===== config.mk =====
export PLATFORM = sky130hd
export DESIGN_NAME = addr_window_decoder
export DESIGN_NICKNAME = d
export VERILOG_FILES = /design/src/rtl/awd_pkg.sv /design/src/rtl/awd_regs.sv /design/src/rtl/awd_match.sv /design/src/rtl/awd_fixed.sv /design/src/rtl/addr_window_decoder.sv
export SDC_FILE = /design/constraint.sdc
export NUM_CORES = 1
export LEC_CHECK = 0
export ABC_AREA = 0
export BUFFER_PORTS_ARGS = -buffer_cell sky130_fd_sc_hd__buf_2
export CORE_MARGIN = 2
export CORE_UTILIZATION = 45
export DETAILED_ROUTE_END_ITERATION = 8
export PLACE_DENSITY = 0.58
export SETUP_SLACK_MARGIN = 0.2
export SLEW_MARGIN = 10
export SYNTH_ARGS = -nofsm -noshare
export SYNTH_HDL_FRONTEND = slang
export SYNTH_HIERARCHICAL = 1
export SYNTH_SLANG_ARGS = --single-unit

===== constraint.sdc =====
create_clock -name clk -period 3.7 [get_ports clk]
set_input_delay 0 -clock clk [delete_from_list [all_inputs] [get_ports clk]]
set_output_delay 0 -clock clk [all_outputs]
set_load 0.03 [all_outputs]

===== src/rtl/awd_pkg.sv =====
package awd_pkg;
    typedef enum logic [1:0] {
        KIND_LOW   = 2'd0,
        KIND_HIGH  = 2'd1,
        KIND_REMAP = 2'd2,
        KIND_NONE  = 2'd3
    } reg_kind_e;
endpackage


===== src/rtl/awd_regs.sv =====
module awd_regs
    import awd_pkg::*;
#(
    parameter int unsigned NPROG    = 7,
    parameter int unsigned LOW_W    = 15,
    parameter int unsigned HIGH_W   = 7,
    parameter int unsigned RMP_W    = 11,
    parameter int unsigned IDX_W    = 3,
    parameter logic [LOW_W-1:0] IREG_RST = 15'h00DF
) (
    input  logic                          clk,
    input  logic                          rst_n,
    input  logic                          wr_en,
    input  logic [IDX_W-1:0]              wr_idx,
    input  logic [1:0]                    wr_kind,
    input  logic [LOW_W-1:0]              wr_data,
    output logic [NPROG-1:0][LOW_W-1:0]   low_o,
    output logic [NPROG-1:0][HIGH_W-1:0]  high_o,
    output logic [NPROG-1:0][RMP_W-1:0]   rmp_o,
    output logic [LOW_W-1:0]              ireg_o
);
    // Disabled at reset: low[6:0] all ones is above any 7-bit upper bound of zero
    localparam logic [LOW_W-1:0] LOW_RST = LOW_W'((1 << HIGH_W) - 1);
    localparam logic [RMP_W-1:0] RMP_RST = RMP_W'((1 << HIGH_W) - 1);

    typedef struct packed {
        logic [NPROG-1:0][LOW_W-1:0]  low;
        logic [NPROG-1:0][HIGH_W-1:0] high;
        logic [NPROG-1:0][RMP_W-1:0]  rmp;
        logic [LOW_W-1:0]             ireg;
    } regs_t;

    regs_t     regs_d, regs_q;
    reg_kind_e kind;

    assign kind = reg_kind_e'(wr_kind);

    always_comb begin
        regs_d = regs_q;
        if (wr_en) begin
            for (int i = 0; i < NPROG; i++) begin
                if (wr_idx == IDX_W'(i)) begin
                    case (kind)
                        KIND_LOW: begin
                            regs_d.low[i] = wr_data;
                            regs_d.rmp[i] = wr_data[RMP_W-1:0];
                        end
                        KIND_HIGH:  regs_d.high[i] = wr_data[HIGH_W-1:0];
                        KIND_REMAP: regs_d.rmp[i]  = wr_data[RMP_W-1:0];
                        default:    ;
                    endcase
                end
            end
            if (wr_idx == IDX_W'(NPROG) && kind == KIND_LOW) begin
                regs_d.ireg = wr_data;
            end
        end
    end

    always_ff @(posedge clk) begin
        if (!rst_n) begin
            for (int i = 0; i < NPROG; i++) begin
                regs_q.low[i]  <= LOW_RST;
                regs_q.high[i] <= '0;
                regs_q.rmp[i]  <= RMP_RST;
            end
            regs_q.ireg <= IREG_RST;
        end else begin
            regs_q <= regs_d;
        end
    end

    assign low_o  = regs_q.low;
    assign high_o = regs_q.high;
    assign rmp_o  = regs_q.rmp;
    assign ireg_o = regs_q.ireg;
endmodule


===== src/rtl/awd_match.sv =====
module awd_match #(
    parameter int unsigned ADDR_W = 36,
    parameter int unsigned GRAN_W = 21,
    parameter int unsigned HIGH_W = 7,
    parameter int unsigned RMP_W  = 11
) (
    input  logic [ADDR_W-1:0]        addr,
    input  logic [ADDR_W-GRAN_W-1:0] low,
    input  logic [HIGH_W-1:0]        high,
    input  logic [RMP_W-1:0]         rmp,
    output logic                     hit,
    output logic [ADDR_W-1:0]        out_addr
);
    localparam int unsigned LOW_W = ADDR_W - GRAN_W;

    logic [LOW_W-1:0]  blk;
    logic              enabled;
    logic [ADDR_W-1:0] base;
    logic [ADDR_W-1:0] rbase;

    assign blk     = addr[ADDR_W-1:GRAN_W];
    assign enabled = low[HIGH_W-1:0] <= high;

    // Window lives inside one 2^HIGH_W block group: compare the group, then the span
    assign hit = enabled
              && (blk[LOW_W-1:HIGH_W] == low[LOW_W-1:HIGH_W])
              && (blk[HIGH_W-1:0] >= low[HIGH_W-1:0])
              && (blk[HIGH_W-1:0] <= high);

    assign base     = {low, {GRAN_W{1'b0}}};
    assign rbase    = {low[LOW_W-1:RMP_W], rmp, {GRAN_W{1'b0}}};
    assign out_addr = addr - base + rbase;
endmodule


===== src/rtl/awd_fixed.sv =====
module awd_fixed #(
    parameter int unsigned ADDR_W = 36,
    parameter int unsigned GRAN_W = 21,
    parameter int unsigned SPAN_W = 12
) (
    input  logic [ADDR_W-1:0]        addr,
    input  logic [ADDR_W-GRAN_W-1:0] blk_sel,
    output logic                     hit,
    output logic [ADDR_W-1:0]        out_addr
);
    assign hit = (addr[ADDR_W-1:GRAN_W] == blk_sel)
              && (addr[GRAN_W-1:SPAN_W] == '0);
    assign out_addr = {{(ADDR_W-SPAN_W){1'b0}}, addr[SPAN_W-1:0]};
endmodule


===== src/rtl/addr_window_decoder.sv =====
module addr_window_decoder #(
    parameter int unsigned ADDR_W    = 36,
    parameter int unsigned GRAN_W    = 21,
    parameter int unsigned NPROG     = 7,
    parameter int unsigned HIGH_W    = 7,
    parameter int unsigned REMAP_TOP = 32,
    parameter int unsigned SPAN_W    = 12,
    parameter logic [ADDR_W-GRAN_W-1:0] IREG_RST = 15'h00DF,
    parameter logic [ADDR_W-1:0] HOLE0_LO = 36'h0_1E00_0000,
    parameter logic [ADDR_W-1:0] HOLE0_HI = 36'h0_1F10_0000,
    parameter logic [ADDR_W-1:0] HOLE1_LO = 36'h0_1FC0_0000,
    parameter logic [ADDR_W-1:0] HOLE1_HI = 36'h0_1FD0_0000
) (
    input  logic                           clk,
    input  logic                           rst_n,
    input  logic                           wr_en,
    input  logic [$clog2(NPROG+1)-1:0]     wr_idx,
    input  logic [1:0]                     wr_kind,
    input  logic [ADDR_W-GRAN_W-1:0]       wr_data,
    input  logic [ADDR_W-1:0]              addr_i,
    output logic [NPROG:0]                 hit_o,
    output logic                           miss_o,
    output logic [ADDR_W-1:0]              out_addr_o
);
    localparam int unsigned LOW_W = ADDR_W - GRAN_W;
    localparam int unsigned RMP_W = REMAP_TOP - GRAN_W;
    localparam int unsigned NW    = NPROG + 1;
    localparam int unsigned IDX_W = $clog2(NW);

    typedef struct packed {
        logic [NW-1:0]     hit;
        logic              miss;
        logic [ADDR_W-1:0] out;
    } res_t;

    logic [NPROG-1:0][LOW_W-1:0]  low_w;
    logic [NPROG-1:0][HIGH_W-1:0] high_w;
    logic [NPROG-1:0][RMP_W-1:0]  rmp_w;
    logic [LOW_W-1:0]             ireg_w;

    logic [NW-1:0]                raw_hit;
    logic [NW-1:0][ADDR_W-1:0]    cand;
    logic                         in_hole;
    res_t                         res_d, res_q;

    awd_regs #(
        .NPROG    (NPROG),
        .LOW_W    (LOW_W),
        .HIGH_W   (HIGH_W),
        .RMP_W    (RMP_W),
        .IDX_W    (IDX_W),
        .IREG_RST (IREG_RST)
    ) u_regs (
        .clk     (clk),
        .rst_n   (rst_n),
        .wr_en   (wr_en),
        .wr_idx  (wr_idx),
        .wr_kind (wr_kind),
        .wr_data (wr_data),
        .low_o   (low_w),
        .high_o  (high_w),
        .rmp_o   (rmp_w),
        .ireg_o  (ireg_w)
    );

    for (genvar g = 0; g < NPROG; g++) begin : g_win
        awd_match #(
            .ADDR_W (ADDR_W),
            .GRAN_W (GRAN_W),
            .HIGH_W (HIGH_W),
            .RMP_W  (RMP_W)
        ) u_match (
            .addr     (addr_i),
            .low      (low_w[g]),
            .high     (high_w[g]),
            .rmp      (rmp_w[g]),
            .hit      (raw_hit[g]),
            .out_addr (cand[g])
        );
    end

    awd_fixed #(
        .ADDR_W (ADDR_W),
        .GRAN_W (GRAN_W),
        .SPAN_W (SPAN_W)
    ) u_ireg_win (
        .addr     (addr_i),
        .blk_sel  (ireg_w),
        .hit      (raw_hit[NPROG]),
        .out_addr (cand[NPROG])
    );

    assign in_hole = ((addr_i >= HOLE0_LO) && (addr_i < HOLE0_HI))
                  || ((addr_i >= HOLE1_LO) && (addr_i < HOLE1_HI));

    always_comb begin
        res_d.hit  = '0;
        res_d.miss = 1'b1;
        res_d.out  = addr_i;
        if (!in_hole) begin
            // Walk from the top so the lowest claiming index is written last
            for (int i = NW - 1; i >= 0; i--) begin
                if (raw_hit[i]) begin
                    res_d.hit    = '0;
                    res_d.hit[i] = 1'b1;
                    res_d.miss   = 1'b0;
                    res_d.out    = cand[i];
                end
            end
        end
    end

    always_ff @(posedge clk) begin
        if (!rst_n) begin
            res_q.hit  <= '0;
            res_q.miss <= 1'b1;
            res_q.out  <= '0;
        end else begin
            res_q <= res_d;
        end
    end

    assign hit_o      = res_q.hit;
    assign miss_o     = res_q.miss;
    assign out_addr_o = res_q.out;
endmodule


Word level (Yosys, flattened, before mapping). Index checks and enable logic that the tools add are counted.

Multiplexer cells: 9. Bitwise gates (word level): 1. Equal/unequal tests: 17. Add/sub/neg operators: 14. Order comparisons: 25. Reduce and logical (&&, ||, !) cells: 60.

Operators by type and width (number): 36-bit adder (7); 36-bit subtractor (7); 7-bit <= comparator (14); 36-bit by 29-bit >= comparator with 1-bit output, second input constant (2); 36-bit by 29-bit less-than comparator with 1-bit output, second input constant (2); 3-bit AND reduction (21); 8-bit equality test (7); 7-bit >= comparator (7); 45-bit two-way mux (1); 44-bit two-way mux (1); 43-bit two-way mux (1); 42-bit two-way mux (1); 41-bit two-way mux (1); 40-bit two-way mux (1); 39-bit two-way mux (1); 38-bit two-way mux (1); 36-bit two-way mux (1); 1-bit logical AND (25); 15-bit equality test (1); 3-bit equality test, second input constant (4); 9-bit zero test (1); 9-bit OR reduction (1); 8-bit OR reduction (1); 7-bit OR reduction (1); other kinds (14) (16).

Logic and storage cells: 158. Register bits: 291. Input bits: 59.

Longest topological paths before layout.
Word-level depth: 12. Gate-level depth with buffers: 17. Depth with buffers taken out: 16.

Modules after synthesis. Netlist, hierarchy kept.

By module, submodules not included: awd_regs (cells each 882, instances 1, area each 9306.4 sq um); awd_match at g_win[4].u_match ... (cells each 455, instances 2, area each 3146.8 sq um); awd_match at g_win[2].u_match ... (cells each 446, instances 2, area each 3041.7 sq um); addr_window_decoder (cells each 562, instances 1, area each 4082.7 sq um); awd_match at g_win[6].u_match (cells each 455, instances 1, area each 3144.3 sq um); awd_match at g_win[0].u_match (cells each 457, instances 1, area each 3104.2 sq um); awd_match at g_win[1].u_match (cells each 449, instances 1, area each 3039.2 sq um); awd_fixed (cells each 61, instances 1, area each 462.9 sq um).

Least setup slack after synthesis. No wires, ideal clock.

Kind: reg-to-reg. Start point: reg, netlist name u_regs/low_o[90]. End point: reg res_q, in the netlist out_addr_o[34]. Path buffers: 1. Path slack: 0.510 ns. Required time: 3.580 ns. Clock period less this slack: 3.190 ns. Setup time: 0.120 ns. Arrival time: 3.071 ns. Stages on the path, launching flop included: 15. Path through: dfxtp_1 fa_1 inv_1 ha_1 clkbuf_1 nand3_1 or3_1 o311ai_2 a41oi_1 xnor2_1 nor3b_1 a221oi_1 mux2_2 o21ai_0 a21oi_1.

RTL lines: end signal, assigned (RTL line addr_window_decoder.sv:119) `res_q <= res_d;`; end, declared (RTL line addr_window_decoder.sv:44) `res_t res_d, res_q;`.

==> impl_results.md <==
* Max FO, Critical Path at 2
* Seq/Total Area, Yosys at 0.164
* Crit path from: u_regs/rmp_o[66]
* CP Class: flop to flop
* Hold Vio Cnt, Final at 0
* Top cell type's share of synthesized area at 0.164
* CTS buffer count at 37
* YS warnings at 6
* Synth unique cells at 107
* WHS at 0.0392 ns
* Vias at 34100
* CTS sink count at 291
* FP Rows at 103
* Worst r2r dst: out_addr_o[34]
* DRT iter0 DRCs at 2692
* CORE AREA at 0.0786 mm^2
* Worst reg2reg path depth at 15
* Layout net count at 5529
* Fin Clk Skew at 0.0636 ns
* Max-Cap Viols at 0
* Post-route setup slack at 0.200 ns
* R2R setup slack at 0.20 ns
* Tcrit/Tclk final at 0.946
* First-pass GRT wire length at 199 mm
* EDFF count, synth at 0
* TritonRoute pass-1 iters at 8
* Clock slew at reported path FFs at 0.07 ns
* Layout cells sized above 1 at 0.149
* Die W at 285 um
* LEAKAGE at 20.4 nW
* DP Worst Slack at -0.0896 ns
* CTS tree: done
* Skew-Pair Late Insertion Delay at 0.59 ns
* Tot GR Track Use at 0.318
* Dominant cells by area after synthesis: dfxtp_1, ha_1, mux2i_1
* Clk buf depth at 3
* Post-synthesis average cell area at 7.61 um^2
* Remaining antenna violation count at 0
* Filler cells at 7804
* Final Max Tran Viols at 0
* Die Ht at 285 um
* Clock period minus worst slack at 3.50 ns
* HPWL after detailed placement at 107 mm
* Post-Route WL at 133 mm
* Highest Clock Rate at 286 MHz
* Antenna Cells at 0
* Leading area contributor after synthesis: dfxtp_1
* H-tree depth at 2
* Gr ovfl total at 0
* Effective utilization at floorplan at 0.452
* Layout overhead on the synthesized area at 16.2%
* R2r startpoint: u_regs/rmp_o[66]
* Worst slew pin tran at 1.21 ns
* Type of origin of the critical path: flop
* Initial antenna violation count at 1
* Post-route DRC at 0
* Setup violators final at 0
* Hold path startpoint: wr_idx[0]
* Arrival time worst endpoint at 3.95 ns
* Status: completed
* Die area at 0.0812 mm^2
* Rel. slew slack at 0.194
* Hold EP: u_regs/high_o[9]
* Hold Crit Depth at 3
* Largest net degree at the start of global routing at 68
* Synth Register Bits at 291
* I/O pin count at 104
* Power Dens Cells at 295 mW/mm^2
* Vias/cell at 5.65
* Ys async rst share at 0
* Ys flop type: dfxtp_1
* Unrepaired setup endpoints after global routing: yes
* Avg WL per Cell at 22.1 um
* Clock root buffer: clkbuf_16
* Mapped cell area at 0.0355 mm^2
* Worst VDD drop at 0.310 mV
* Critical Path Sink Type: flop
* Cells after Synth at 4668
* Port-buffer cells at 103
* Number of global-route vias before repair at 32100
* GP Congestion at 1.00
* Worst hold path type: input port to flop
* WP data required at 4.15 ns
cells in the final DEF (no fill, tap or decap), types with 15 or more instances in the layout:
master and instances:
a21o_1 110, a21oi_1 324, a21oi_2 31, a221oi_1 33
a22oi_1 37, a31oi_1 48, and3_1 15, buf_12 15
buf_2 95, buf_4 358, clkbuf_16 37, conb_1 24
dfxtp_1 277, dlygate4sd3_1 24, fa_1 76, ha_1 414
inv_1 678, mux2i_1 264, nand2_1 426, nand2b_1 45
nand3_1 69, nand4_1 79, nor2_1 197, nor2b_1 137
nor3_1 74, nor4_1 16, o2111ai_1 30, o211ai_1 55
o21a_1 49, o21ai_0 198, o21ai_1 49, o21bai_1 37
o22ai_1 52, xnor2_1 116, xor2_1 127
layer usage:
metal,part of all wire,vias to the layer above,GRT usage
met5,0,-,0
met4,0.041,0,0.119
met3,0.049,195,0.0293
met2,0.45,1050,0.514
met1,0.46,16100,0.439
li1,-,16800,-
per-stage QoR:
stage | std cells | utilization | instance area, um^2 | setup TNS, ns | total power, W
after global routing | 6043 | 0.525 | 41300 | 0 | 0.0128
after CTS | 6033 | 0.517 | 40600 | 0 | 0.0120
after floorplan | 4691 | - | 35600 | 0 | 0.00628
final | 6043 | 0.525 | 41300 | 0 | 0.0122
after detailed placement | 5943 | 0.497 | 39100 | -0.298 | 0.00806
after global placement | 5943 | 0.497 | 39100 | -0.141 | 0.00806
worst max-delay path, cell delays in order (launching register included):
cell and delay (ns):
dfxtp_1 0.33, inv_1 0.05, fa_1 0.48, inv_1 0.09, ha_1 0.33, nand3_1 0.10, or3_1 0.45, o311ai_4 0.33
a41oi_2 0.17, xnor2_1 0.16, nor3b_2 0.19, a221oi_2 0.06, buf_4 0.16, mux2_2 0.27, o21ai_0 0.16, a21oi_1 0.09
report_power, final:
| part | switching [W] | internal, W | leakage, nW |
|---|---|---|---|
| sequential | 0.0000345 | 0.00318 | 2.35 |
| clock | 0.00154 | 0.00237 | 0.626 |
| combinational | 0.00306 | 0.00197 | 17.4 |
cell usage after synthesis, drive strengths merged (9+ instances only):
| cell type | count |
|---|---|
| a211oi | 22 |
| a21boi | 10 |
| a21o | 112 |
| a21oi | 360 |
| a221oi | 42 |
| a22oi | 37 |
| a31oi | 53 |
| a41oi | 13 |
| and2 | 13 |
| and3 | 16 |
| and4 | 12 |
| buf | 124 |
| clkbuf | 143 |
| dfxtp | 291 |
| fa | 77 |
| ha | 427 |
| inv | 680 |
| mux2i | 264 |
| nand2 | 436 |
| nand2b | 46 |
| nand3 | 69 |
| nand4 | 81 |
| nor2 | 199 |
| nor2b | 138 |
| nor3 | 89 |
| nor4 | 18 |
| o2111ai | 32 |
| o211ai | 62 |
| o21a | 51 |
| o21ai | 256 |
| o21bai | 38 |
| o221ai | 9 |
| o22ai | 53 |
| o31a | 15 |
| o31ai | 19 |
| or2 | 14 |
| or3 | 10 |
| xnor2 | 117 |
| xor2 | 127 |
registers in the layout, indices dropped and copies added, names as in the netlist:
name and cells:
u_regs/rmp_o 77, miss_o 1, hit_o 8, u_regs/low_o 105
u_regs/high_o 49, out_addr_o 36, u_regs/ireg_o 15
worst max-delay path by stage:
stage                      to  slack (ns)
2_1_floorplan  out_addr_o[34]        0.51
3_3_place_gp   out_addr_o[32]       -0.04
3_5_place_dp   out_addr_o[32]       -0.09
4_1_cts        out_addr_o[29]        0.19
5_1_grt        out_addr_o[34]        0.10
6_report       out_addr_o[34]        0.20
logic make-up (layout without fill, tap and decap cells):
kind of cell / count (synthesis) / count (layout) / synth area share
XOR/XNOR: 244 / 244 / 0.0602
buffers and inverters: 948 / 1250 / 0.111
AO/OA/AOI/OAI: 1250 / 1250 / 0.235
adder cells (fa/ha/maj): 504 / 504 / 0.194
AND/OR/NAND/NOR: 1162 / 1162 / 0.160
other: 1 / 24 / 0.000106
flip-flops: 291 / 291 / 0.164
multiplexers: 268 / 268 / 0.0757
final cells by class:
cell class              instances  area (um^2)  area share
clock buffers                  54         1080      0.0262
clock inverters                12          195     0.00473
well taps                    1050         1310      0.0318
inverters                     681         2560      0.0619
repair buffers                503         3810      0.0923
flip-flops and latches        291         5840       0.142
multi-input cells            3452        26500       0.641
repair_timing:
| item | in CTS | in global routing |
|---|---|---|
| endpoints found under the setup margin | 7 | 36 |
| setup buffers | 0 | 10 |
| resized for setup | 14 | 134 |
| pin swaps | 4 | 48 |
| hold buffers | 24 | 0 |
| endpoints found under the hold margin | 58 | 0 |
Note: power is estimated with default switching activity, not from simulation.
